===== config.mk =====
export PLATFORM = sky130hd
export DESIGN_NAME = attn_bank
export DESIGN_NICKNAME = d
export VERILOG_FILES = /design/src/rtl/attn_pkg.sv /design/src/rtl/attn_decode.sv /design/src/rtl/attn_cell.sv /design/src/rtl/attn_bank.sv
export SDC_FILE = /design/constraint.sdc
export NUM_CORES = 1
export LEC_CHECK = 0
export BUFFER_PORTS_ARGS = -buffer_cell sky130_fd_sc_hd__buf_4
export CAP_MARGIN = 20
export CORE_MARGIN = 8
export CORE_UTILIZATION = 49
export DETAILED_ROUTE_END_ITERATION = 8
export PLACE_DENSITY = 0.95
export SKIP_LAST_GASP = 1
export SYNTH_ARGS = -nofsm -noshare
export SYNTH_HDL_FRONTEND = slang
export SYNTH_HIERARCHICAL = 1
export SYNTH_SLANG_ARGS = --single-unit

===== constraint.sdc =====
create_clock -name clk -period 1.8 [get_ports clk]
set_input_delay 0.18 -clock clk [delete_from_list [all_inputs] [get_ports clk]]
set_output_delay 0.18 -clock clk [all_outputs]
set_load 0.02 [all_outputs]

===== src/rtl/attn_pkg.sv =====
package attn_pkg;
  // Decoded fields of one command register write.
  typedef struct packed {
    logic go;
    logic dclr;
    logic par;
    logic ill;
  } cmd_t;
endpackage


===== src/rtl/attn_decode.sv =====
module attn_decode #(
  parameter int NUM_DRIVES = 8,
  parameter int UNIT_W     = 3
) (
  input  logic                  clk,
  input  logic                  rst,
  input  logic                  wr,
  input  logic [UNIT_W-1:0]     unit,
  output logic [NUM_DRIVES-1:0] sel
);
  for (genvar i = 0; i < NUM_DRIVES; i++) begin : g_sel
    assign sel[i] = wr && (unit == UNIT_W'(i));
  end

  // At most one drive is addressed by a command write.
  assert_one_sel_R8: assert property (@(posedge clk) disable iff (rst) $onehot0(sel));
endmodule


===== src/rtl/attn_cell.sv =====
module attn_cell
  import attn_pkg::*;
(
  input  logic clk,
  input  logic rst,
  input  logic err_ev,
  input  logic stat_ev,
  input  logic init_clr,
  input  logic as_clr,
  input  logic sel,
  input  cmd_t cmd,
  output logic ata,
  output logic req
);
  logic ata_q, err_q;
  logic go_cmd, dclr_cmd, go_ok, err_set, clr_err, clr_ata;

  assign go_cmd   = sel && cmd.go;
  assign dclr_cmd = go_cmd && cmd.dclr && !cmd.par && !cmd.ill;
  assign go_ok    = go_cmd && !cmd.par && !cmd.ill && !err_q;
  assign err_set  = err_ev || (sel && cmd.par) || (go_cmd && cmd.ill);
  assign clr_err  = init_clr || dclr_cmd;
  assign clr_ata  = clr_err || as_clr || go_ok;

  always_ff @(posedge clk) begin
    if (rst) begin
      ata_q <= 1'b0;
      err_q <= 1'b0;
    end else begin
      err_q <= err_set || (err_q && !clr_err);
      ata_q <= err_set || stat_ev || (ata_q && !clr_ata);
    end
  end

  assign ata = ata_q;
  assign req = ata_q || err_q;

  assert_set_wins_R12: assert property (@(posedge clk) disable iff (rst)
    (err_set || stat_ev) |=> ata_q);
  assert_err_kept_R12: assert property (@(posedge clk) disable iff (rst)
    err_set |=> err_q);
  assert_init_clears_R4: assert property (@(posedge clk) disable iff (rst)
    (init_clr && !err_set && !stat_ev) |=> (!ata_q && !err_q));
  assert_as_keeps_err_R7: assert property (@(posedge clk) disable iff (rst)
    (as_clr && err_q && !init_clr && !dclr_cmd) |=> err_q);
  assert_prior_err_R10: assert property (@(posedge clk) disable iff (rst)
    (go_cmd && err_q && ata_q && !as_clr && !init_clr && !dclr_cmd) |=> ata_q);
endmodule


===== src/rtl/attn_bank.sv =====
module attn_bank
  import attn_pkg::*;
#(
  parameter  int NUM_DRIVES = 8,
  localparam int UNIT_W     = (NUM_DRIVES > 1) ? $clog2(NUM_DRIVES) : 1
) (
  input  logic                  clk,
  input  logic                  rst,
  input  logic                  pwr_fail,
  input  logic                  bus_init,
  input  logic [NUM_DRIVES-1:0] err_ev,
  input  logic [NUM_DRIVES-1:0] stat_ev,
  input  logic                  as_wr,
  input  logic [NUM_DRIVES-1:0] as_bits,
  input  logic                  cmd_wr,
  input  logic [UNIT_W-1:0]     cmd_unit,
  input  logic                  cmd_go,
  input  logic                  cmd_dclr,
  input  logic                  cmd_par,
  input  logic                  cmd_ill,
  output logic [NUM_DRIVES-1:0] ata,
  output logic [NUM_DRIVES-1:0] attn_req,
  output logic                  attn_line
);
  logic [NUM_DRIVES-1:0] sel;
  logic                  init_ok;
  cmd_t                  cmd;

  assign init_ok = bus_init && !pwr_fail;
  assign cmd     = '{go: cmd_go, dclr: cmd_dclr, par: cmd_par, ill: cmd_ill};

  attn_decode #(.NUM_DRIVES(NUM_DRIVES), .UNIT_W(UNIT_W)) u_dec (
    .clk(clk), .rst(rst), .wr(cmd_wr), .unit(cmd_unit), .sel(sel)
  );

  for (genvar i = 0; i < NUM_DRIVES; i++) begin : g_drv
    attn_cell u_cell (
      .clk(clk), .rst(rst),
      .err_ev(err_ev[i]), .stat_ev(stat_ev[i]),
      .init_clr(init_ok), .as_clr(as_wr && as_bits[i]),
      .sel(sel[i]), .cmd(cmd),
      .ata(ata[i]), .req(attn_req[i])
    );
  end

  // Shared line: any drive requesting holds it high.
  assign attn_line = |attn_req;

  assert_pfail_blocks_R5: assert property (@(posedge clk) disable iff (rst)
    (pwr_fail && bus_init && !as_wr && !cmd_wr && (err_ev == '0) && (stat_ev == '0))
      |=> (attn_req == $past(attn_req)));
endmodule


**After elaboration in Yosys (flattened, before gate mapping)**

Index checks and enable logic that the tools add are counted.

- Register bits after elaboration: 16
- Output and inout port bits: 17
- Logic and storage cells: 229
- Bits of input ports: 37

- Equality and inequality tests: 7
- Reductions and logical operators: 206

Operators by type and width:

| kind | number |
|---|---|
| $logic_and A1 B1 Y1 | 105 |
| $logic_or A1 B1 Y1 | 72 |
| $logic_not A1 Y1 | 27 |
| $eq A3 B3 Y1 const B | 4 |
| $reduce_or A8 Y1 | 1 |
| $eq A3 B2 Y1 const B | 2 |
| $eq A3 B1 Y1 const B | 1 |
| $logic_not A3 Y1 | 1 |

**Depth between registers and ports, before layout**

- Word-level depth: 12
- Depth in mapped cells: 4
- Mapped depth without buffers: 4

**Modules after synthesis**

Netlist, hierarchy kept.

By module, submodules not included:

| module | area an instance (um^2) | cells each | times used |
|---|---|---|---|
| attn_cell | 118.9 | 15 | 8 |
| attn_decode | 96.3 | 8 | 1 |
| attn_bank | 72.6 | 12 | 1 |

**Worst setup path after synthesis**

OpenSTA, ideal clock, no wires.

- Path type: flip-flop to output port
- From: register g_drv[3].u_cell.ata_q
- To: output attn_line
- Required time: 1.620 ns
- Cell stages (with the launch flop): 4
- Buffers on the path: 0
- Setup slack: 0.447 ns
- Arrival: 1.173 ns
- Cell sequence: dfxtp_1 > or2_2 > nor4_1 > nand2_1

- Longest elaborated chain between the ends: 2

Ends and longest elaborated chain:

| what | RTL line | source |
|---|---|---|
| from (decl) | attn_cell.sv:15 | `logic ata_q, err_q;` |
| from (signal assigned) | attn_cell.sv:31 | `ata_q <= err_set \|\| stat_ev \|\| (ata_q && !clr_ata);` |
| $logic_or A1 B1 Y1 | attn_cell.sv:36 | `assign req = ata_q \|\| err_q;` |
| net attn_req[3] | attn_bank.sv:22 | `output logic [NUM_DRIVES-1:0] attn_req,` |
| $reduce_or A8 Y1 | attn_bank.sv:47 | `assign attn_line = \|attn_req;` |
| to (decl) | attn_bank.sv:23 | `output logic attn_line` |

The timed path passes the listed nets, and every way through them passes these cells.

**Worst setup path in the final report**

- From: register g_drv[3].u_cell.err_q
- To: output attn_line

- Longest elaborated chain between the ends: 2

Ends and longest elaborated chain:

| what | RTL line | source |
|---|---|---|
| from (decl) | attn_cell.sv:15 |  |
| from (signal assigned) | attn_cell.sv:30 | `err_q <= err_set \|\| (err_q && !clr_err);` |
| $logic_or A1 B1 Y1 | attn_cell.sv:36 |  |
| $reduce_or A8 Y1 | attn_bank.sv:47 |  |

Every way passes these cells.

==> run metrics <==
Detail Route Antenna Nets 0; most common cell in the netlist nor2b_1; Mean Syn Cell Area 7.999 sq um; post-CTS sizing 0; clk_skew ~0.0013 ns; share of cells above drive strength 1 41.12%; DRC 0; global-route wire length before repair 5678 microns; DP Area 1553 sq um; hold slack 0.1419 ns; share of the synthesized area in the top cell type 28.60%; chip height 63.81 microns; # diodes 0; xor-xnor portion of the synthesized cell area 0%; outcome complete, no violations; clock buffer depth 2; initial antenna violation count 0; EDFF count, synth 0; row count 17; Period Utilization, post-route 94.08%; Max Freq 0.5905 GHz; H-Tree Depth 1; Worst setup EP type output pin; drt initial violations 57; P per Cell Area 568.6 nW/um^2; Worst VDD drop 0.0004894 V; main area contributors after synthesis dfxtp_1 (29%), nor2b_1 (9.5%), nand4bb_1 (8.0%); yosys warns 6; Final Setup Violations 0; Multi-input gate area 739.5 sq um; Post-Syn Area 1120 sq um; measured slew at the worst slew-check pin ~0.52 ns; CTS Hold Buffers Added 0; Via Count 1281; largest net degree at the start of global routing 17; clk root buf clkbuf_4; Net Sw Frac 31.32%; wire per inst around 16 microns; grt total ovfl 0; top_reg_cell synth dfxtp_1; placed wire-length estimate 2665 microns; WP data arrival ~1.5 ns; Cells after Synth 140; cts bufs inserted 3; Design Area, Final 1583 sq um; combinational family with the most area after synthesis simple AND/OR/NAND/NOR gates; GP Congestion 0.7915; Setup TNS Final 0 ns; Clock Power Share 21.2%; Leak Pwr 0.7348 nW; Worst-path clk slew 0.09 ns; CTS tree done; Port Buffers between 50 and 60; Slew headroom 65.28%; Synth Area in Compound Gates 26.82%; Synth area leader dfxtp_1; worst hold path type input port to flip-flop; crit start category flip-flop; clock sink count 16; Sequential Power Share 44.2%; critical path class flip-flop to output pin; Filler Cell Count 172; Syn Nets 177; GRT Overall Usage around 17%; Initial Util 51.11%; Final #Nets 236; clk_lat worst skew between 0.2 and 0.3 ns; Hold Vio Cnt, Final 0; IO Pins 54; Cell Int Power approximately 620 uW; most common library cells after synthesis nor2b_1 (17), a21oi_1 (16), dfxtp_1 (16), inv_1 (16); Post-Synth Adder-Cell Area 0%; crit-path max FO 3; ys async rst share 0%; vias in the first global route 1258; Worst EP required 1.62 ns; Initial DRT Pass Iterations 4; CORE AREA 2191 sq um; Area Growth Syn to Fin 41.34%; sw power ~280 uW; combinational power share about a third; Reg area 320.3 sq um; RSZ-0062 raised after global routing false; Max-cap violations 0; Die Wd 63.81 microns; vias per cell 5.693; die area 4071 sq um; wirelength, routed 3567 microns; mux cell area share after synthesis 0%; sequential area share after synthesis 28.60%; Final Util 72.24%; Post-CTS Setup Inserts 0; clock period minus final worst setup slack ~1.7 ns; Post-Synth Simple-Gate Area 39.22%; synthesized flop and latch total 16; Max Slew Vio Count 0; Distinct cells, synth 18
cells by family after synthesis:
logic type / after synthesis
flops: 16
simple gates: 60
buf+inv: 16
compound gates: 48
routing by layer:
| metal | GRT usage [%] | wire (microns) |
|---|---|---|
| met2 | 28.61 | 1777 |
| met4 | 7.799 | 41 |
| met5 | 0 | 0 |
| met3 | 4.704 | 218 |
| met1 | 18.75 | 1529 |
critical path, cell delays in order, from the launching register on:
cell     delay, ns
dfxtp_1       0.32
or2_2         0.31
nor4_1        0.31
nand2_1       0.11
buf_4         0.17
state kept, by name, indices dropped and copies added, names as in the netlist:
register / cells
g_drv.u_cell/ata: 8
g_drv.u_cell/err_q: 8
stage by stage:
step	total power, mW	worst slack (ns)	std cells
2_1_floorplan	0.5528	0.4467	140
3_3_place_gp	0.7036	0.2262	221
3_5_place_dp	0.7118	0.1990	221
4_1_cts	0.9032	0.09353	224
5_1_grt	0.9457	0.008511	225
6_report	0.8999	0.1066	225
power groups by stage:
stage	sequential, mW	clock [mW]	combinational (mW)
after global placement	0.404	0	0.300
after detailed placement	0.405	0	0.306
final	0.398	0.191	0.311
after floorplan	0.418	0	0.135
after global routing	0.400	0.210	0.335
after CTS	0.398	0.197	0.309
cells in the final DEF, fill, tap and decap left out, types with 16 or more instances in the layout:
master   Yosys  final
nor2b_1     17     17
dfxtp_1     16     16
buf_4        0     54
inv_1       16     16
a21oi_1     16     16
worst paths after layout:
| kind | from | end | slack [ns] | depth (start not counted) |
|---|---|---|---|---|
| max reg2reg | g_drv[7].u_cell/err_q | g_drv[7].u_cell/ata | 0.90 | 3 |
| max | g_drv[3].u_cell/err_q | attn_line | 0.11 | 4 |
| min reg2reg | g_drv[5].u_cell/ata | g_drv[5].u_cell/ata | 0.55 | 2 |
| min | stat_ev[0] | g_drv[0].u_cell/ata | 0.14 | 3 |
area by class of cell:
| cell class | instances | area share (%) |
|---|---|---|
| Tap cell | 28 | 2.213 |
| Inverter | 16 | 3.794 |
| Timing Repair Buffer | 54 | 25.61 |
| Multi-Input combinational cell | 108 | 46.72 |
| Sequential cell | 16 | 20.24 |
| Clock buffer | 3 | 1.423 |
No activity file was read; power rests on OpenSTA's default activity.
